`src/rtl/xlat_tlb_pkg.sv`:
```
package xlat_tlb_pkg;
  // Where a fill lands inside its set
  typedef enum logic [1:0] {
    SRC_SAME = 2'd0,  // way already holding this tag
    SRC_FREE = 2'd1,  // lowest invalid way
    SRC_ROT  = 2'd2   // rotating victim pointer
  } fill_src_e;
endpackage

```
`src/rtl/tlb_victim.sv`:
```
module tlb_victim #(
  parameter int unsigned WAYS  = 4,
  localparam int unsigned WAY_W = $clog2(WAYS)
) (
  input  logic [WAYS-1:0]         valid,
  input  logic [WAYS-1:0]         same,
  input  logic [WAY_W-1:0]        rot_ptr,
  output logic [WAY_W-1:0]        way,
  output xlat_tlb_pkg::fill_src_e src
);
  always_comb begin
    way = rot_ptr;
    src = xlat_tlb_pkg::SRC_ROT;
    for (int w = WAYS - 1; w >= 0; w--) begin
      if (!valid[w]) begin
        way = WAY_W'(w);
        src = xlat_tlb_pkg::SRC_FREE;
      end
    end
    for (int w = WAYS - 1; w >= 0; w--) begin
      if (same[w]) begin
        way = WAY_W'(w);
        src = xlat_tlb_pkg::SRC_SAME;
      end
    end
  end
endmodule

```
`src/rtl/tlb_set.sv`:
```
module tlb_set #(
  parameter int unsigned TAG_W = 6,
  parameter int unsigned PPN_W = 6,
  parameter int unsigned WAYS  = 4,
  localparam int unsigned WAY_W = $clog2(WAYS)
) (
  input  logic             clk,
  input  logic             rst,
  input  logic             flush,
  input  logic [TAG_W-1:0] rd_tag,
  output logic             rd_hit,
  output logic [PPN_W-1:0] rd_ppn,
  input  logic             wr_en,
  input  logic [TAG_W-1:0] wr_tag,
  input  logic [PPN_W-1:0] wr_ppn
);
  logic [WAYS-1:0]  vld_q;
  logic [TAG_W-1:0] tag_q [WAYS];
  logic [PPN_W-1:0] ppn_q [WAYS];
  logic [WAY_W-1:0] rot_q;
  logic [WAYS-1:0]  rd_m, wr_m;
  logic [WAY_W-1:0] v_way;
  xlat_tlb_pkg::fill_src_e v_src;

  for (genvar w = 0; w < WAYS; w++) begin : g_cmp
    assign rd_m[w] = vld_q[w] && (tag_q[w] == rd_tag);
    assign wr_m[w] = vld_q[w] && (tag_q[w] == wr_tag);
  end

  // Tags are never duplicated, so at most one way matches
  always_comb begin
    rd_ppn = '0;
    for (int w = 0; w < WAYS; w++) begin
      if (rd_m[w]) rd_ppn = rd_ppn | ppn_q[w];
    end
  end
  assign rd_hit = |rd_m;

  tlb_victim #(.WAYS(WAYS)) i_victim (
    .valid   (vld_q),
    .same    (wr_m),
    .rot_ptr (rot_q),
    .way     (v_way),
    .src     (v_src)
  );

  always_ff @(posedge clk) begin
    if (rst) begin
      vld_q <= '0;
      rot_q <= '0;
    end else if (flush) begin
      vld_q <= '0;
    end else if (wr_en) begin
      vld_q[v_way] <= 1'b1;
      if (v_src == xlat_tlb_pkg::SRC_ROT)
        rot_q <= (rot_q == WAY_W'(WAYS - 1)) ? '0 : rot_q + 1'b1;
    end
  end

  // Payload storage without reset; the valid bits qualify every read
  always_ff @(posedge clk) begin
    if (wr_en && !flush && !rst) begin
      tag_q[v_way] <= wr_tag;
      ppn_q[v_way] <= wr_ppn;
    end
  end
endmodule

```
`src/rtl/xlat_tlb.sv`:
```
module xlat_tlb #(
  parameter int unsigned VPN_W = 8,
  parameter int unsigned PPN_W = 6,
  parameter int unsigned SETS  = 4,
  parameter int unsigned WAYS  = 4
) (
  input  logic             clk,
  input  logic             rst,
  input  logic [VPN_W-1:0] look_vpn,
  output logic             look_hit,
  output logic [PPN_W-1:0] look_ppn,
  input  logic             fill_en,
  input  logic [VPN_W-1:0] fill_vpn,
  input  logic [PPN_W-1:0] fill_ppn,
  input  logic             flush
);
  localparam int unsigned SET_W = $clog2(SETS);
  localparam int unsigned TAG_W = VPN_W - SET_W;

  logic [SET_W-1:0] look_set, fill_set;
  logic [TAG_W-1:0] look_tag, fill_tag;
  logic             set_hit [SETS];
  logic [PPN_W-1:0] set_ppn [SETS];

  assign look_set = look_vpn[SET_W-1:0];
  assign look_tag = look_vpn[VPN_W-1:SET_W];
  assign fill_set = fill_vpn[SET_W-1:0];
  assign fill_tag = fill_vpn[VPN_W-1:SET_W];

  for (genvar s = 0; s < SETS; s++) begin : g_set
    tlb_set #(.TAG_W(TAG_W), .PPN_W(PPN_W), .WAYS(WAYS)) i_set (
      .clk    (clk),
      .rst    (rst),
      .flush  (flush),
      .rd_tag (look_tag),
      .rd_hit (set_hit[s]),
      .rd_ppn (set_ppn[s]),
      .wr_en  (fill_en && (fill_set == SET_W'(s))),
      .wr_tag (fill_tag),
      .wr_ppn (fill_ppn)
    );
  end

  assign look_hit = set_hit[look_set] && !flush;
  assign look_ppn = look_hit ? set_ppn[look_set] : '0;
endmodule

```
`config.mk`:
```
export PLATFORM = sky130hd
export DESIGN_NAME = xlat_tlb
export DESIGN_NICKNAME = d
export VERILOG_FILES = /design/src/rtl/xlat_tlb_pkg.sv /design/src/rtl/tlb_victim.sv /design/src/rtl/tlb_set.sv /design/src/rtl/xlat_tlb.sv
export SDC_FILE = /design/constraint.sdc
export NUM_CORES = 1
export LEC_CHECK = 0
export BUFFER_PORTS_ARGS = -buffer_cell sky130_fd_sc_hd__buf_2
export CAP_MARGIN = 15
export CORE_ASPECT_RATIO = 1.2
export CORE_MARGIN = 4
export CORE_UTILIZATION = 45
export CTS_CLUSTER_SIZE = 14
export DETAILED_ROUTE_END_ITERATION = 10
export PLACE_DENSITY = 0.71
export SLEW_MARGIN = 25
export SYNTH_ARGS = -nofsm -noshare
export SYNTH_HDL_FRONTEND = slang
export SYNTH_SLANG_ARGS = --single-unit
```
`constraint.sdc`:
```
create_clock -name clk -period 4.9 [get_ports clk]
set_input_delay 0.735 -clock clk [delete_from_list [all_inputs] [get_ports clk]]
set_output_delay 0.735 -clock clk [all_outputs]
set_load 0.05 [all_outputs]
```
==> qor.yml <==
status:
  outcome: "finished clean"
sta:
  rsz0062_at_grt: "no"
  slew_headroom: 0.410
  setup_total_negative_slack_ps: 0
  fin_worst_skew_ps: 8.93
  timing.final.hold_violations: 0
  maxSlewViolCount: 0
  finalSetupViolCount: 0
  period_minus_ws_final_ps: 4210
  worstMarginPinSlew_ps: 878
  final_min_period_over_clock_period: 0.859
  timing.fmax_mhz: 237
power:
  net-switching-power_uw: 837
  irDropWorstVdd_mv: 0.384
  post-layout-total-power_uw: 4000
  cell_pwr_density_mw_per_mm2: 349
  power.share.sequential: 0.503
  internal-power_uw: 3160
  power_switching_share: 0.209
  p_leak_uw: 0.00374
  pwr-share-clk: 0.444
  power.share.combinational: 0.053
setup_path:
  endpoint_kind: "primary output"
  crit_path_max_incr_delay_ps: 670
  crit_path_max_fanout: 16
  worst_ep_required_time_ps: 4160
  timing.critical_path.cells: "buf_2, xnor2_1, nand4_1, nor4_2, nor3_2, a21oi_2, nand4_4, a2111oi_2, buf_2"
  setup.worst_path.class: "in -> out"
  cpMostUsedCell: "buf_2"
  worst_ep_arrival_time_ps: 3480
  crit_path_top_delay_cell: "nor4_2"
  critical_path.startpoint_type: "input pin"
cells_and_area:
  antenna_cells: 0
  filler_cell_count: 1798
  post_synthesis_to_final_layout_area_growth_pct: 13.2
  final_net_count: 839
  post_route_cells_drive_above_1_share: 0.159
  finalInstanceArea_mm2: 0.0115
worst_hold_path:
  hold_class: "reg -> reg"
routing:
  drt_wl_total_mm: 22.8
  post_drt_wl_per_cell_um: 20.7
  firstDrtPassIters: 7
  total_number_of_vias: 6133
  dr.first_iter.drc_count: 539
  remaining_antenna_violation_count_after_routing: 0
  detail_route.drc_violations: 0
  detail_route.vias_per_cell: 5.58
yosys:
  cell_accounting_for_the_most_synthesized_area: "edfxtp_1"
  yosysUniqueCellTypes: 47
  synth_most_common_cell: "edfxtp_1"
  synth_commonest_cells: "192 x edfxtp_1, 96 x xnor2_1, 94 x xor2_1"
  synthDominantCellAreaShare: 0.569
  ys_seq_elements: 216
  ys_warn_count: 0
  postSynthAreaPerCell_um2: 13.6
  synthesis.instances: 744
  postSynth.asyncResetShare: 0
  synth_edf_count: 192
  synth_top_flop_cell: "edfxtp_1"
  synth_area_leaders: "edfxtp_1 57%, xnor2_1 8.3%, xor2_1 8.1%"
  part_of_the_yosys_area_used_for_sequential_elements: 0.617
  syn-num-nets: 774
  syn-cell-area_mm2: 0.0101
place:
  detailed_place_hpwl_mm: 15.5
  gp_routability_congestion: 0.814
  place.port_buffers: 32
  placed_area_mm2: 0.0107
clocking:
  cts-hold-fix-buffers: 0
  cts.htree.levels: 1
  path_clk_slew_ps: 60
  cts_sinks: 216
  cts_tree: "yes"
  cts_inserted_buffers: 24
  clock_latency_at_the_later_pin_of_the_worst_skew_pair_ps: 510
  cts.repair_timing.setup_buffer_count: 0
  clock_tree.buffer_depth: 3
  post_cts_resize_count: 0
  cts_root_buf: "clkbuf_16"
floorplan:
  row_count: 59
  die_height_um: 172
  die_w_um: 145
  ioPinCount: 33
  design.die.area_mm2: 0.0250
  floorplan.core_area_mm2: 0.0219
  initial_util: 0.462
job:
  timing.max_cap.violations: 0
grt:
  antenna_found_initial: 0
  global_route.overflow_total: 0
  wire_length_of_the_first_global_routing_pass_mm: 35.4
  number_of_global_route_vias_before_repair: 6229
  grt_start_max_net_pins: 23
  track_usage: 0.181
-- state kept, by name, summed over array words and instances, names as in the netlist --
name               count
g_set.i_set.ppn_q     96
g_set.i_set.rot_q      8
g_set.i_set.tag_q     96
g_set.i_set.vld_q     16
-- metrics by stage --
| step | std cells | utilization | hold WS [ps] | setup slack [ps] |
|---|---|---|---|---|
| floorplan | 744 | - | 454 | 1050 |
| global placement | 1057 | 0.487 | 473 | 823 |
| detailed placement | 1057 | 0.487 | 479 | 761 |
| CTS | 1100 | 0.523 | 495 | 677 |
| global route | 1100 | 0.523 | 517 | 466 |
| finish | 1100 | 0.523 | 491 | 689 |
-- final timing paths --
kind	start	endpoint	slack (ps)	depth (start not counted)
min	g_set[1].i_set.rot_q[0]$_SDFFE_PP0P_	g_set[1].i_set.rot_q[0]$_SDFFE_PP0P_	490	2
max	look_vpn[3]	look_ppn[1]	690	9
min reg2reg	g_set[1].i_set.rot_q[0]$_SDFFE_PP0P_	g_set[1].i_set.rot_q[0]$_SDFFE_PP0P_	490	2
max reg2reg	g_set[1].i_set.tag_q[2][5]$_DFFE_PP_	g_set[1].i_set.ppn_q[0][1]$_DFFE_PP_	2250	6
-- logic make-up (layout without fill, tap and decap cells) --
group           after synthesis  after routing  synth area share
flops                       216            216             0.617
mux                           5              5           0.00618
fa+ha+maj                     4              4           0.00494
compound gates               91             91            0.0681
buf+inv                      34            116            0.0243
xor+xnor                    192            192             0.168
simple gates                202            202             0.112
-- layout make-up --
type,instances,area (µm²),area share
clock buffer,30,644,0.0562
tap,274,343,0.0299
inverter,7,26.3,0.00229
clock inverter,13,139,0.0121
timing repair buffer,66,428,0.0373
multi-input combinational,494,3640,0.317
sequential,216,6250,0.545
-- worst max-delay path: cells and delay by family --
family	cells	cell delay, ps
simple gates	4	1120
buf+inv	2	840
compound gates	2	550
xor+xnor	1	210
-- power groups by stage --
stage                     clock network [µW]  registers (µW)  logic, µW
after CTS                               1810            2010        215
after global routing                    1890            2010        231
after detailed placement                   0            2050        213
final                                   1780            2010        212
after floorplan                            0            2050        145
after global placement                     0            2050        212
-- layout by cell type, fill, tap and decap left out, types with 7 or more instances in the layout --
cell type  count
nor2_1        36
a21oi_1       25
buf_2         32
clkbuf_16     25
inv_1          7
a222oi_1      20
edfxtp_1     192
nand4_1       34
nor4_2        16
xnor2_1       96
xor2_1        94
dfxtp_1       24
o21ai_0       18
a22oi_1        8
buf_4         33
nand2_1       61
nor4_1        20
-- metal layers --
layer	share of wire	track usage	up-vias
li1	-	-	2894
met1	0.42	0.233	3018
met3	0.054	0.0220	35
met2	0.50	0.329	186
met4	0.020	0.0459	0
met5	0	0	-
No activity file was read; power rests on OpenSTA's default activity.
